==> src/rtl/uc_pkg.sv <==
package uc_pkg;
    localparam int WORD_W   = 16;
    localparam int BIT_UEN  = 15;
    localparam int BIT_DEN  = 14;
    localparam int BIT_DONE = 13;
    localparam int BIT_OVF  = 12;
    localparam int BIT_UNF  = 11;
    localparam int CH_UP    = 0;
    localparam int CH_DN    = 1;
    localparam int N_CH     = 2;

    typedef struct packed {
        logic up_en;
        logic dn_en;
        logic ovf;
        logic unf;
    } uc_flags_t;
endpackage

==> src/rtl/uc_edge_sampler.sv <==
module uc_edge_sampler #(
    parameter int CH = 2
) (
    input  logic          clk,
    input  logic          rst_n,
    input  logic          scan_en,
    input  logic [CH-1:0] req,
    output logic [CH-1:0] rise
);
    typedef struct packed {
        logic [CH-1:0] hist;
    } smp_t;

    smp_t smp_d, smp_q;

    always_comb begin
        smp_d = smp_q;
        if (scan_en) smp_d.hist = req;
    end

    always_ff @(posedge clk or negedge rst_n) begin
        if (!rst_n) smp_q <= '0;
        else        smp_q <= smp_d;
    end

    for (genvar i = 0; i < CH; i++) begin : g_ch
        assign rise[i] = scan_en & req[i] & ~smp_q.hist[i];


        rise_no_repeat_chk: assert property (@(posedge clk) disable iff (!rst_n)
            rise[i] |=> !rise[i]);
    end
endmodule

==> src/rtl/uc_step_unit.sv <==
module uc_step_unit #(
    parameter int W = 16
) (
    input  logic [W-1:0] acc_q,
    input  logic         up_edge,
    input  logic         dn_edge,
    output logic [W-1:0] acc_step,
    output logic         net_up,
    output logic         net_dn,
    output logic         wrap_hi,
    output logic         wrap_lo
);
    localparam logic [W-1:0] MAX_POS = {1'b0, {(W-1){1'b1}}};
    localparam logic [W-1:0] MIN_NEG = {1'b1, {(W-1){1'b0}}};
    localparam logic [W-1:0] ONE     = {{(W-1){1'b0}}, 1'b1};

    always_comb begin
        net_up   = up_edge & ~dn_edge;
        net_dn   = dn_edge & ~up_edge;
        wrap_hi  = net_up & (acc_q == MAX_POS);
        wrap_lo  = net_dn & (acc_q == MIN_NEG);
        acc_step = acc_q;
        if (net_up)      acc_step = acc_q + ONE;
        else if (net_dn) acc_step = acc_q - ONE;
    end
endmodule

==> src/rtl/uc_status.sv <==
module uc_status
    import uc_pkg::*;
(
    input  logic      clk,
    input  logic      rst_n,
    input  logic      clear_cmd,
    input  logic      scan_en,
    input  logic      up_lvl,
    input  logic      dn_lvl,
    input  logic      net_up,
    input  logic      net_dn,
    input  logic      wrap_hi,
    input  logic      wrap_lo,
    output uc_flags_t flags
);
    uc_flags_t flg_d, flg_q;

    always_comb begin
        flg_d = flg_q;
        if (clear_cmd) begin
            flg_d = '0;
        end else begin
            if (scan_en) begin
                flg_d.up_en = up_lvl;
                flg_d.dn_en = dn_lvl;
            end
            if (net_up) begin
                flg_d.unf = 1'b0;
                if (wrap_hi) flg_d.ovf = 1'b1;
            end
            if (net_dn) begin
                flg_d.ovf = 1'b0;
                if (wrap_lo) flg_d.unf = 1'b1;
            end
        end
    end

    always_ff @(posedge clk or negedge rst_n) begin
        if (!rst_n) flg_q <= '0;
        else        flg_q <= flg_d;
    end

    assign flags = flg_q;


    ovf_unf_excl_chk: assert property (@(posedge clk) disable iff (!rst_n)
        !(flg_q.ovf && flg_q.unf));


    en_hold_chk: assert property (@(posedge clk) disable iff (!rst_n)
        (!scan_en && !clear_cmd) |=> ($stable(flg_q.up_en) && $stable(flg_q.dn_en)));
endmodule

==> src/rtl/updn_event_counter.sv <==
module updn_event_counter
    import uc_pkg::*;
#(
    parameter int ACC_W = 16
) (
    input  logic             clk,
    input  logic             rst_n,
    input  logic             scan_en,
    input  logic             up_req,
    input  logic             dn_req,
    input  logic             clear_cmd,
    input  logic [ACC_W-1:0] preset,
    output logic [ACC_W-1:0] accum,
    output logic [WORD_W-1:0] ctrl_word
);
    localparam logic [ACC_W-1:0] MAX_POS = {1'b0, {(ACC_W-1){1'b1}}};
    localparam logic [ACC_W-1:0] MIN_NEG = {1'b1, {(ACC_W-1){1'b0}}};

    logic [N_CH-1:0]  req_vec;
    logic [N_CH-1:0]  rise_vec;
    logic [ACC_W-1:0] acc_step;
    logic             net_up, net_dn, wrap_hi, wrap_lo;
    logic             done;
    uc_flags_t        flags;

    typedef struct packed {
        logic [ACC_W-1:0] acc;
    } core_t;

    core_t core_d, core_q;

    assign req_vec[CH_UP] = up_req;
    assign req_vec[CH_DN] = dn_req;

    uc_edge_sampler #(.CH(N_CH)) sampler_i (
        .clk     (clk),
        .rst_n   (rst_n),
        .scan_en (scan_en),
        .req     (req_vec),
        .rise    (rise_vec)
    );

    uc_step_unit #(.W(ACC_W)) step_i (
        .acc_q    (core_q.acc),
        .up_edge  (rise_vec[CH_UP]),
        .dn_edge  (rise_vec[CH_DN]),
        .acc_step (acc_step),
        .net_up   (net_up),
        .net_dn   (net_dn),
        .wrap_hi  (wrap_hi),
        .wrap_lo  (wrap_lo)
    );

    uc_status status_i (
        .clk       (clk),
        .rst_n     (rst_n),
        .clear_cmd (clear_cmd),
        .scan_en   (scan_en),
        .up_lvl    (up_req),
        .dn_lvl    (dn_req),
        .net_up    (net_up),
        .net_dn    (net_dn),
        .wrap_hi   (wrap_hi),
        .wrap_lo   (wrap_lo),
        .flags     (flags)
    );

    always_comb begin
        core_d = core_q;
        if (clear_cmd) core_d.acc = '0;
        else           core_d.acc = acc_step;
    end

    always_ff @(posedge clk or negedge rst_n) begin
        if (!rst_n) core_q <= '0;
        else        core_q <= core_d;
    end

    assign done  = $signed(core_q.acc) >= $signed(preset);
    assign accum = core_q.acc;

    always_comb begin
        ctrl_word           = '0;
        ctrl_word[BIT_UEN]  = flags.up_en;
        ctrl_word[BIT_DEN]  = flags.dn_en;
        ctrl_word[BIT_DONE] = done;
        ctrl_word[BIT_OVF]  = flags.ovf;
        ctrl_word[BIT_UNF]  = flags.unf;
    end


    accum_hold_chk: assert property (@(posedge clk) disable iff (!rst_n)
        (!scan_en && !clear_cmd) |=> $stable(accum));


    clear_zero_chk: assert property (@(posedge clk) disable iff (!rst_n)
        clear_cmd |=> (accum == '0 && !ctrl_word[BIT_UEN] && !ctrl_word[BIT_DEN]
                       && !ctrl_word[BIT_OVF] && !ctrl_word[BIT_UNF]));


    ovf_wrap_chk: assert property (@(posedge clk) disable iff (!rst_n)
        (!clear_cmd && rise_vec[CH_UP] && !rise_vec[CH_DN] && accum == MAX_POS)
        |=> (accum == MIN_NEG && ctrl_word[BIT_OVF]));


    unf_wrap_chk: assert property (@(posedge clk) disable iff (!rst_n)
        (!clear_cmd && rise_vec[CH_DN] && !rise_vec[CH_UP] && accum == MIN_NEG)
        |=> (accum == MAX_POS && ctrl_word[BIT_UNF]));


    both_edges_chk: assert property (@(posedge clk) disable iff (!rst_n)
        (!clear_cmd && rise_vec[CH_UP] && rise_vec[CH_DN]) |=> $stable(accum));
endmodule

==> config.mk <==
export PLATFORM = sky130hd
export DESIGN_NAME = updn_event_counter
export DESIGN_NICKNAME = d
export VERILOG_FILES = /design/src/rtl/uc_pkg.sv /design/src/rtl/uc_edge_sampler.sv /design/src/rtl/uc_step_unit.sv /design/src/rtl/uc_status.sv /design/src/rtl/updn_event_counter.sv
export SDC_FILE = /design/constraint.sdc
export NUM_CORES = 1
export LEC_CHECK = 0
export BUFFER_PORTS_ARGS = -buffer_cell sky130_fd_sc_hd__buf_4
export CAP_MARGIN = 25
export CORE_MARGIN = 3
export CORE_UTILIZATION = 50
export DETAILED_ROUTE_END_ITERATION = 10
export HOLD_SLACK_MARGIN = 0.05
export PLACE_DENSITY = 0.81
export RECOVER_POWER = 100
export SLEW_MARGIN = 20
export SYNTH_ARGS = -nofsm -noshare
export SYNTH_HDL_FRONTEND = slang
export SYNTH_HIERARCHICAL = 1
export SYNTH_SLANG_ARGS = --single-unit
export TNS_END_PERCENT = 100
==> constraint.sdc <==
create_clock -name clk -period 5.01 [get_ports clk]
set_input_delay 1.2525 -clock clk [delete_from_list [all_inputs] [get_ports clk]]
set_output_delay 1.2525 -clock clk [all_outputs]
set_load 0.02 [all_outputs]
Word level (Yosys, flattened, before mapping) --
Index checks and enable logic that the tools add are counted. Widths: inputs -> output; s select.
Word-level totals: bits in registers 22, input port bits 22, output and inout bits 32, word-level logic and storage cells 36
Operators by class: $add $sub $neg 2, magnitude comparators 1, eq/ne operators 2, mux-type cells 9, bitwise gates (word level) 12, reduce and logical (&&, ||, !) cells 4
Operators with widths (number):
- $mux 16 | 3
- $add 16x1->16 const B | 1
- $eq 16x15->1 const B | 1
- $eq 16x16->1 const B | 1
- $ge 16x16->1 | 1
- $sub 16x1->16 const B | 1
- $and 1x1->1 | 8
- $mux 2 | 3
- $reduce_bool 3->1 | 2
- $mux 4 | 1
- $not 1->1 | 4
- $mux 1 | 2
- $reduce_and 2->1 | 1
- $reduce_bool 2->1 | 1

Depth between registers and ports, before layout --
Gate-level depths: netlist of run 1.
depth after elaboration 10, depth in mapped cells 8, depth with buffers taken out 7

Cells and area by module --
Netlist of run 1, hierarchy kept.
Modules (own cells, without submodules):
- updn_event_counter | instances 1, cells an instance 100, area an instance 1007.2 um2, seq. area each 400.4 um2
- uc_step_unit | instances 1, cells an instance 97, area an instance 671.9 um2, seq. area each 0.0 um2
- uc_status | instances 1, cells an instance 13, area an instance 152.6 um2, seq. area each 100.1 um2
- uc_edge_sampler | instances 1, cells an instance 6, area an instance 92.6 um2, seq. area each 50.0 um2

Worst setup path before layout of run 1 --
No wires, ideal clock.
path kind input to output, start point input preset[15], end point output ctrl_word[13], arrival 2.627 ns, required time 3.758 ns, path slack 1.131 ns, cell stages on the path 8, buffers on the path 1, cell sequence inv_1 > ha_1 > nand4_1 > nor3_2 > a21boi_1 > nor4_1 > mux2_1 > buf_4
On the way: word-level cells in the longest chain between the ends 1
RTL lines:
- start, declared | line updn_event_counter.sv:12 | input logic [ACC_W-1:0] preset,
- $ge 16x16->1 | line updn_event_counter.sv:79 | assign done = $signed(core_q.acc) >= $signed(preset);
- end, declared | line updn_event_counter.sv:14 | output logic [WORD_W-1:0] ctrl_word
No other way between the ends.

Worst setup path in the final report of run 1 --
start point input preset[1], end point output ctrl_word[13]
Same word-level chain as after synthesis.

==> results.toml, run 1 <==
[sta]
tightestPinTransition_ns = 1.24
rsz0062_at_grt = "no"
tns_ns = 0
fmax_mhz = 238
post-route-min-period_ns = 4.19
setup_viol = 0
min_period_over_period_pct = 83.7
timing.final.ws_setup_ns = 0.816
finalHoldViolCount = 0
clock_skew_ns = 0.00683
finalMaxSlewViolations = 0
whs_ns = 0.513
relSlewSlack_pct = 17.6

[cts]
numCtsBuffers = 3
cts_resized = 0
htree_levels = 1
cts_tree = "yes"
path_clk_slew_ns = 0.08
clk_path_buf_depth = 2
cts_setup_buffers = 0
clk_latency_ns = 0.27
holdBufCountCts = 0
numClockSinks = 22
clockRootBuffer = "clkbuf_8"

[synth]
synthCells = 216
yosysUniqueCellTypes = 47
synth_top_flop_cell = "dfrtp_1"
syn-mean-instance-area_um2 = 8.91
yosys.area.top_type = "dfrtp_1"
ys.warnings.count = 6
ys_top_cells_by_area = "dfrtp_1 (29%), ha_1 (12%), nor2b_1 (5.5%)"
async_flop_share_pct = 100
synth.top_cell.area_share_pct = 28.6
yosysSeqAreaShare_pct = 28.6
synth_edf_count = 0
synth-seq-cells = 22
syn_area_mm2 = 0.00192

[cells_and_area]
instances_no_fill = 299
final_layout_size_suffix_gt1_share_pct = 11.9
area_growth_pct = 12.6
fill_cells = 340
nets = 294
utilization_pct = 61.5
n_antenna_cell = 0
stdcell_area_mm2 = 0.00217

[placement]
dp_slack_ns = 0.883
post_dp_cell_area_mm2 = 0.00221
numPortBuffers = 42
dp_cells = 295
hpwl_um = 3320
place.gp.congestion = 0.847

[setup_path]
crit_fanout = 2
cp.arrival_ns = 2.94
cp_common_cell = "buf_4"
cp_slowest_cell = "mux2_1"
path_class = "input pin to primary output"
worstPathRequired_ns = 3.76
path_cells = "buf_4, inv_1, ha_1, nor2b_1, o211ai_1, a21boi_0, nor4_1, mux2_1, buf_4"
cp-start-kind = "input pin"
reg2reg_depth = 6
crit-reg2reg-launch = "sampler_i/smp_q[1]"
cp_num_buf_inv = 3
slowest_delay_ns = 0.36
critPathLaunch = "preset[1]"
cp.depth = 9
crit_family = "simple AND/OR/NAND/NOR gates"
crit_path_end_kind = "primary output"

[floorplan]
core_region_area_mm2 = 0.00352
pin_count = 54
start_util_pct = 54.7
die-area_mm2 = 0.00463
die_w_um = 68.0
fp-row-count = 21
die_h_um = 68.0

[detailed_routing]
dr.max_layer_used = "met4"
wl_met1_um = 1960
dr.pass1.iters = 4
ant_nets = 0
drt-total-wl_um = 4470
via_per_inst = 5.59
drt_iter0_markers = 75
post_drt_wl_per_cell_um = 15.0
wl_met2_um = 2140
met3RoutedLength_um = 294
via_count = 1672
drc = 0

[worst_hold_path]
hold_depth = 1
worstHoldStart = "sampler_i/smp_q[0]"
holdCritPathClass = "register to register"

[grt]
track_usage_pct = 20.7
grt_max_degree = 23
grt_overflow_total = 0
grt_pass1_wl_um = 7350
antenna_found_initial = 0
grt_pass1_vias = 1631

[power]
vdd_drop_max_mv = 0.142
power_uw = 554
power.leakage_nw = 1.11
power_density_mw_per_mm2 = 256

[run]
drv_cap = 0

[status]
status = "complete, no violations"
registers in the layout, indices dropped and copies added (netlist names):
name	cells
accum	16
sampler_i/smp_q	2
status_i/flags	4
cell usage in the layout (no fill, tap or decap), types with 5 or more instances in the layout:
cell type,instances
conb_1,11
nor2_1,6
dfrtp_1,22
xor2_1,8
a21oi_1,6
nor2b_1,17
nor3_1,7
buf_4,20
nand4_1,11
and3_1,5
inv_1,21
ha_1,18
xnor2_1,8
nand2_1,13
clkbuf_1,22
nand3_1,8
worst paths after layout:
path	endpoint	slack, ns
setup / recovery	ctrl_word[13]	0.82
hold / removal	sampler_i/smp_q[0]	0.51
setup reg to reg	accum[13]	2.74
hold reg to reg	sampler_i/smp_q[0]	0.51
max in group asynchronous	accum[14]	3.05
min in group asynchronous	accum[3]	1.22
logic make-up after synthesis:
family | Yosys count | synth area share (%)
AOI/OAI and AO/OA | 22 | 8.26
xor gates and xnor gates | 16 | 7.28
adders and majority gates | 20 | 12.7
buffers and inverters | 41 | 11.0
DFF | 22 | 28.6
muxes | 6 | 3.32
other | 1 | 0.195
and+or+nand+nor | 88 | 28.6
metal layers:
metal | vias up | GRT usage [%]
met5 | - | 0
met4 | 0 | 8.44
met3 | 10 | 2.79
met2 | 66 | 35.0
met1 | 793 | 26.4
li1 | 803 | -
synth_stat cells (all sizes together) (2+ instances only):
master / n
dfrtp: 22
inv: 22
ha: 18
buf: 17
nor2b: 17
nand2: 13
nand4: 11
nor3: 9
nand3: 8
xnor2: 8
xor2: 8
a21oi: 6
nor2: 6
and3: 5
a21o: 3
and4: 3
mux2: 3
mux2i: 3
nand2b: 3
nor4: 3
o21ai: 3
a22oi: 2
and3b: 2
and4b: 2
clkbuf: 2
maj3: 2
nand4b: 2
o2bb2ai: 2
where the power goes:
group | total (mW) | internal [mW] | switching (mW)
sequential | 0.222 | 0.191 | 0.0310
clock | 0.169 | 0.107 | 0.0627
combinational | 0.163 | 0.0718 | 0.0908
total | 0.554 | 0.370 | 0.185
final cells by class:
type                            instances  area [um2]  area share (%)
Timing Repair Buffer                   42         233            10.7
Clock buffer                            3        41.3            1.91
Multi-Input combinational cell        163        1170            54.1
Inverter                               22        82.6            3.81
Tap cell                               46        57.6            2.66
Clock inverter                          1        30.0            1.39
Sequential cell                        22         551            25.4
(Power assumes the default switching activity.)
==> inputs of run 2 (changes only) <==
--- a/config.mk
+++ b/config.mk
@@ -5,13 +5,14 @@
 export SDC_FILE = /design/constraint.sdc
 export NUM_CORES = 1
 export LEC_CHECK = 0
+export ABC_AREA = 1
 export BUFFER_PORTS_ARGS = -buffer_cell sky130_fd_sc_hd__buf_4
 export CAP_MARGIN = 25
 export CORE_MARGIN = 3
 export CORE_UTILIZATION = 50
 export DETAILED_ROUTE_END_ITERATION = 10
 export HOLD_SLACK_MARGIN = 0.05
-export PLACE_DENSITY = 0.81
+export PLACE_DENSITY = 0.8
 export RECOVER_POWER = 100
 export SLEW_MARGIN = 20
 export SYNTH_ARGS = -nofsm -noshare
==> constraint.sdc (replaced) <==
create_clock -name clk -period 3.9 [get_ports clk]
set_input_delay 0.975 -clock clk [delete_from_list [all_inputs] [get_ports clk]]
set_output_delay 0.975 -clock clk [all_outputs]
set_load 0.02 [all_outputs]
==> run 2 against run 1 <==
  * Critical endpoint unchanged
  * Area after synthesis increased by 5.7%
  * Core utilization decreased by 1.0 points
  * Total power increased by 46%
  * Clock power increased by 27%
  * Hold slack got worse by 0.033 ns
  * Count of clock-buffer cells in the layout unchanged
==> results.toml, run 2 <==
[status]
status = "complete, no violations"

[cells_and_area]
instances_no_fill = 396
n_antenna_cell = 0
mostFrequentLayoutCell = "nand2_1"
area_growth_pct = 13.0
final_cell_mix = "nand2_1 (78), inv_1 (64), nor2_1 (40), clkbuf_1 (23), dfrtp_1 (22)"
largest_register_ff_count = 16
final_layout_size_suffix_gt1_share_pct = 9.77
nets = 389
multi_input_area_mm2 = 0.00115
seq_area_um2 = 551
fill_cells = 394

[cts]
clk_path_buf_depth = 2
numCtsBuffers = 3
clockRootBuffer = "clkbuf_8"
clk_latency_ns = 0.27
cts_resized = 0
path_clk_slew_ns = 0.09
htree_levels = 1
numClockSinks = 22
holdBufCountCts = 0
cts_setup_buffers = 0
cts_tree = "yes"

[sta]
tns_ns = 0
tightestPinTransition_ns = 1.21
finalMaxSlewViolations = 0
relSlewSlack_pct = 19.6
rsz0062_at_grt = "no"
whs_ns = 0.480
setup_viol = 0
post-route-min-period_ns = 3.31
min_period_over_period_pct = 84.8
clock_skew_ns = 0.0104
finalHoldViolCount = 0
fmax_mhz = 302

[synth]
yosys.area_share.adder_pct = 11.1
synth.top_cell.area_share_pct = 27.1
yosysUniqueCellTypes = 30
syn-mean-instance-area_um2 = 6.63
synthCells = 307
ys_top_cells_by_area = "dfrtp_1 (27%), nand2_1 (14%), inv_1 (12%)"
synth_common_cells = "nand2_1 (76), inv_1 (64), nor2_1 (37)"
yosys.area.top_type = "dfrtp_1"
synth_top_flop_cell = "dfrtp_1"
synth.area.mux_share_pct = 0
synth_top_family_by_area = "simple AND/OR/NAND/NOR gates"
syn_area_mm2 = 0.00203
yosysMostFrequentCell = "nand2_1"
synth_xor_area_share_pct = 4.74
synth-seq-cells = 22
yosysSeqAreaShare_pct = 27.1
async_flop_share_pct = 100
ys.warnings.count = 6
synthSimpleGateAreaFrac_pct = 33.8
synth_edf_count = 0
synth_compound_area_share_pct = 6.21

[grt]
grt_pass1_wl_um = 7450
track_usage_pct = 18.3
grt_pass1_vias = 1761
grt_max_degree = 23
grt_overflow_total = 0
antenna_found_initial = 0

[setup_path]
path_class = "input pin to primary output"
crit_path_end_kind = "primary output"
crit_fanout = 4
worstPathRequired_ns = 2.92
cp.arrival_ns = 2.33
cp-start-kind = "input pin"

[floorplan]
die-area_mm2 = 0.00487
die_w_um = 69.8
start_util_pct = 53.6
die_h_um = 69.8
pin_count = 54
fp-row-count = 22
core_region_area_mm2 = 0.00380

[placement]
hpwl_um = 3320
dp_cells = 392
place.gp.congestion = 0.833
numPortBuffers = 42

[power]
comb_power_share_pct = 37.4
vdd_drop_max_mv = 0.335
netSwitchingPower_uw = 311
power.leakage_nw = 1.32
power.internal_uw = 499
pwr-share-clk_pct = 26.5
power_density_mw_per_mm2 = 352
p_seq_share_pct = 36.1
sw_frac_of_total_pct = 38.4

[detailed_routing]
dr.pass1.iters = 4
drt-total-wl_um = 4210
ant_nets = 0
drt_iter0_markers = 98
post_drt_wl_per_cell_um = 10.6
via_per_inst = 4.65
drc = 0
via_count = 1843

[worst_hold_path]
holdCritPathClass = "register to register"

[run]
drv_cap = 0
-- run 2: changes by cell type in the layout (fill, tap and decap cells not counted), moves of 7 or more --
cell | before | now
inv_1 | 21 | 64
nand2_1 | 13 | 78
nand3_1 | 8 | 15
nand4_1 | 11 | 4
nor2_1 | 6 | 40
nor2b_1 | 17 | 0
o21ai_0 | 3 | 11
-- run 2: logic make-up (layout without fill, tap and decap cells) --
group,Yosys count,in the layout
compound gates,22,22
xor+xnor,11,11
fa+ha+maj,18,18
buf+inv,79,110
flops,22,22
other cells,1,11
simple gates,154,154
-- run 2: through the flow --
step	util [%]	worst slack [ns]	total power, mW	area (um2)
2_1_floorplan	-	0.955	0.532	2070
3_3_place_gp	61.7	0.677	0.614	2340
3_5_place_dp	61.7	0.663	0.623	2340
4_1_cts	63.6	0.662	0.841	2410
5_1_grt	60.5	0.444	0.879	2300
6_report	60.5	0.593	0.810	2300
-- run 2: per-layer routing --
metal	part of all wire, %	up-vias	global-route usage, %	wire length (um)
met5	0	-	0	0
met4	0.24	0	1.91	10
met3	5.7	3	3.91	240
met2	48	45	32.3	2020
met1	46	802	23.6	1930
li1	-	993	-	-
-- run 2: layout make-up --
type	instances	share of cell area, %
Clock inverter	1	1.31
Timing Repair Buffer	42	9.96
Inverter	64	10.5
Sequential cell	22	24.0
Tap cell	48	2.61
Clock buffer	3	1.80
Multi-Input combinational cell	216	49.9
-- run 2: final timing paths --
path	startpoint	to	slack, ns	depth (start not counted)
max in group asynchronous	rst_n	accum[11]	2.25	1
min	status_i/flags[3]	status_i/flags[3]	0.48	2
min reg2reg	status_i/flags[3]	status_i/flags[3]	0.48	2
min in group asynchronous	rst_n	sampler_i/smp_q[0]	0.93	1
max reg2reg	sampler_i/smp_q[0]	accum[10]	1.76	10
max	preset[15]	ctrl_word[13]	0.59	8
-- run 2: power by group through the flow --
stage	logic (mW)	clock network (mW)	registers [mW]
floorplan	0.219	0	0.313
global placement	0.317	0	0.297
detailed placement	0.325	0	0.298
CTS	0.327	0.220	0.294
global route	0.351	0.229	0.299
finish	0.302	0.215	0.292
-- run 2: worst max-delay path: stages --
cell and delay (ns):
buf_4 0.08, inv_1 0.03, ha_1 0.35, nand2_2 0.09, nor3_1 0.36, nand4_1 0.20
nand3_2 0.11, buf_4 0.14
==> inputs of run 3 (changes only) <==
==> constraint.sdc (replaced) <==
create_clock -name clk -period 3.39 [get_ports clk]
set_input_delay 0.8475 -clock clk [delete_from_list [all_inputs] [get_ports clk]]
set_output_delay 0.8475 -clock clk [all_outputs]
set_load 0.02 [all_outputs]
==> run 3 against run 2 <==
  * Die area is the same
  * Clock skew decreased by 0.0045 ns
  * Core utilization unchanged
  * Clock power rose by 13%
  * Largest power group unchanged
==> results.toml, run 3 (synthesis results as in run 2) <==
[placement]
hpwl_um = 3320
dp_slack_ns = 0.425
dp_cells = 392
place.gp.congestion = 0.833
numPortBuffers = 42
post_dp_cell_area_mm2 = 0.00234

[grt]
busiest_layer = "met2"
grt_pass1_wl_um = 7390
grtUsageMet2_pct = 32.6
grt_overflow_total = 0
use_met3_pct = 3.91
track_usage_pct = 17.9
use_met1_pct = 22.2
grt_max_degree = 23
antenna_found_initial = 0
grt_pass1_vias = 1774

[floorplan]
die-area_mm2 = 0.00487
fp-row-count = 22
pin_count = 54
die_h_um = 69.8
start_util_pct = 53.6
die_w_um = 69.8
core_region_area_mm2 = 0.00380

[cts]
numClockSinks = 22
path_clk_slew_ns = 0.08
holdBufCountCts = 0
clockRootBuffer = "clkbuf_8"
clk_latency_ns = 0.27
cts_setup_buffers = 0
clk_path_buf_depth = 2
numCtsBuffers = 3
cts_resized = 0
htree_levels = 1
cts_tree = "yes"

[cells_and_area]
fill_cells = 385
instances_no_fill = 396
final_layout_size_suffix_gt1_share_pct = 9.77
area_growth_pct = 13.0
utilization_pct = 60.5
stdcell_area_mm2 = 0.00230
nets = 389
final_cell_mix = "nand2_1 (78), inv_1 (64), nor2_1 (40), clkbuf_1 (23), dfrtp_1 (22)"
n_antenna_cell = 0
mostFrequentLayoutCell = "nand2_1"
largest_register_ff_count = 16

[detailed_routing]
dr.pass1.iters = 5
drc = 0
via_count = 1853
drt-total-wl_um = 4170
via_per_inst = 4.68
ant_nets = 0
post_drt_wl_per_cell_um = 10.5
drt_iter0_markers = 79

[sta]
finalMaxSlewViolations = 0
tightestPinTransition_ns = 1.19
setup_viol = 0
post-route-min-period_ns = 3.04
timing.final.ws_setup_ns = 0.349
finalHoldViolCount = 0
whs_ns = 0.481
rsz0062_at_grt = "no"
fmax_mhz = 329
min_period_over_period_pct = 89.7
relSlewSlack_pct = 20.9
clock_skew_ns = 0.00589
tns_ns = 0

[worst_hold_path]
holdCritPathClass = "register to register"

[setup_path]
path_class = "input pin to primary output"
cp_common_cell = "nand2_1"
crit_fanout = 4
path_cells = "buf_4, inv_1, ha_1, nand2_2, nor3_1, nand2_1, nand2_1, nand2_1, nand3_2, buf_4"
cp-start-kind = "input pin"
cp.arrival_ns = 2.19
crit_path_end_kind = "primary output"
cp_slowest_cell = "ha_1"
worstPathRequired_ns = 2.54
slowest_delay_ns = 0.36

[power]
comb_power_share_pct = 37.6
power_uw = 928
power.leakage_nw = 1.32
power_density_mw_per_mm2 = 404
sw_frac_of_total_pct = 38.2
pwr-share-clk_pct = 26.2
p_seq_share_pct = 36.2
netSwitchingPower_uw = 354
vdd_drop_max_mv = 0.404
power.internal_uw = 574

[run]
drv_cap = 0

[status]
status = "complete, no violations"
## run 3: cell counts in the layout (fill, tap and decap cells not counted)
Identical to the previous run, type by type.
## run 3: critical path, delay by kind of cell
| kind | cells | cell delay [ns] |
|---|---|---|
| fa+ha+maj | 1 | 0.36 |
| simple gates | 6 | 0.75 |
| buf+inv | 3 | 0.24 |
## run 3: area by class of cell
cell class              count  area [um2]  area share (%)
well taps                  48        60.1            2.61
flip-flops and latches     22         551            24.0
multi-input cells         216        1150            49.9
clock buffers               3        41.3            1.80
clock inverters             1        30.0            1.31
inverters                  64         240            10.5
repair buffers             42         229            9.96
## run 3: path summary, 6_finish.rpt
path                               startpoint            endpoint  slack, ns  cells past startpoint
hold / removal             sampler_i/smp_q[0]  sampler_i/smp_q[0]       0.48                      2
hold reg to reg            sampler_i/smp_q[0]  sampler_i/smp_q[0]       0.48                      2
min in group asynchronous               rst_n  sampler_i/smp_q[0]       0.80                      1
setup reg to reg           sampler_i/smp_q[0]           accum[10]       1.21                     10
max in group asynchronous               rst_n           accum[10]       1.89                      1
setup / recovery                   preset[15]       ctrl_word[13]       0.35                     10
## run 3: power by group through the flow
stage | Combinational [mW] | Clock (mW) | Sequential [mW]
after floorplan | 0.252 | 0 | 0.360
after global placement | 0.365 | 0 | 0.342
after detailed placement | 0.374 | 0 | 0.343
after CTS | 0.376 | 0.252 | 0.338
after global routing | 0.404 | 0.261 | 0.343
final | 0.349 | 0.244 | 0.336
## run 3: metal layers
metal / part of all wire, % / vias to the layer above
li1: - / 991
met1: 47 / 807
met2: 47 / 53
met3: 6.6 / 2
met4: 0.19 / 0
met5: 0 / -
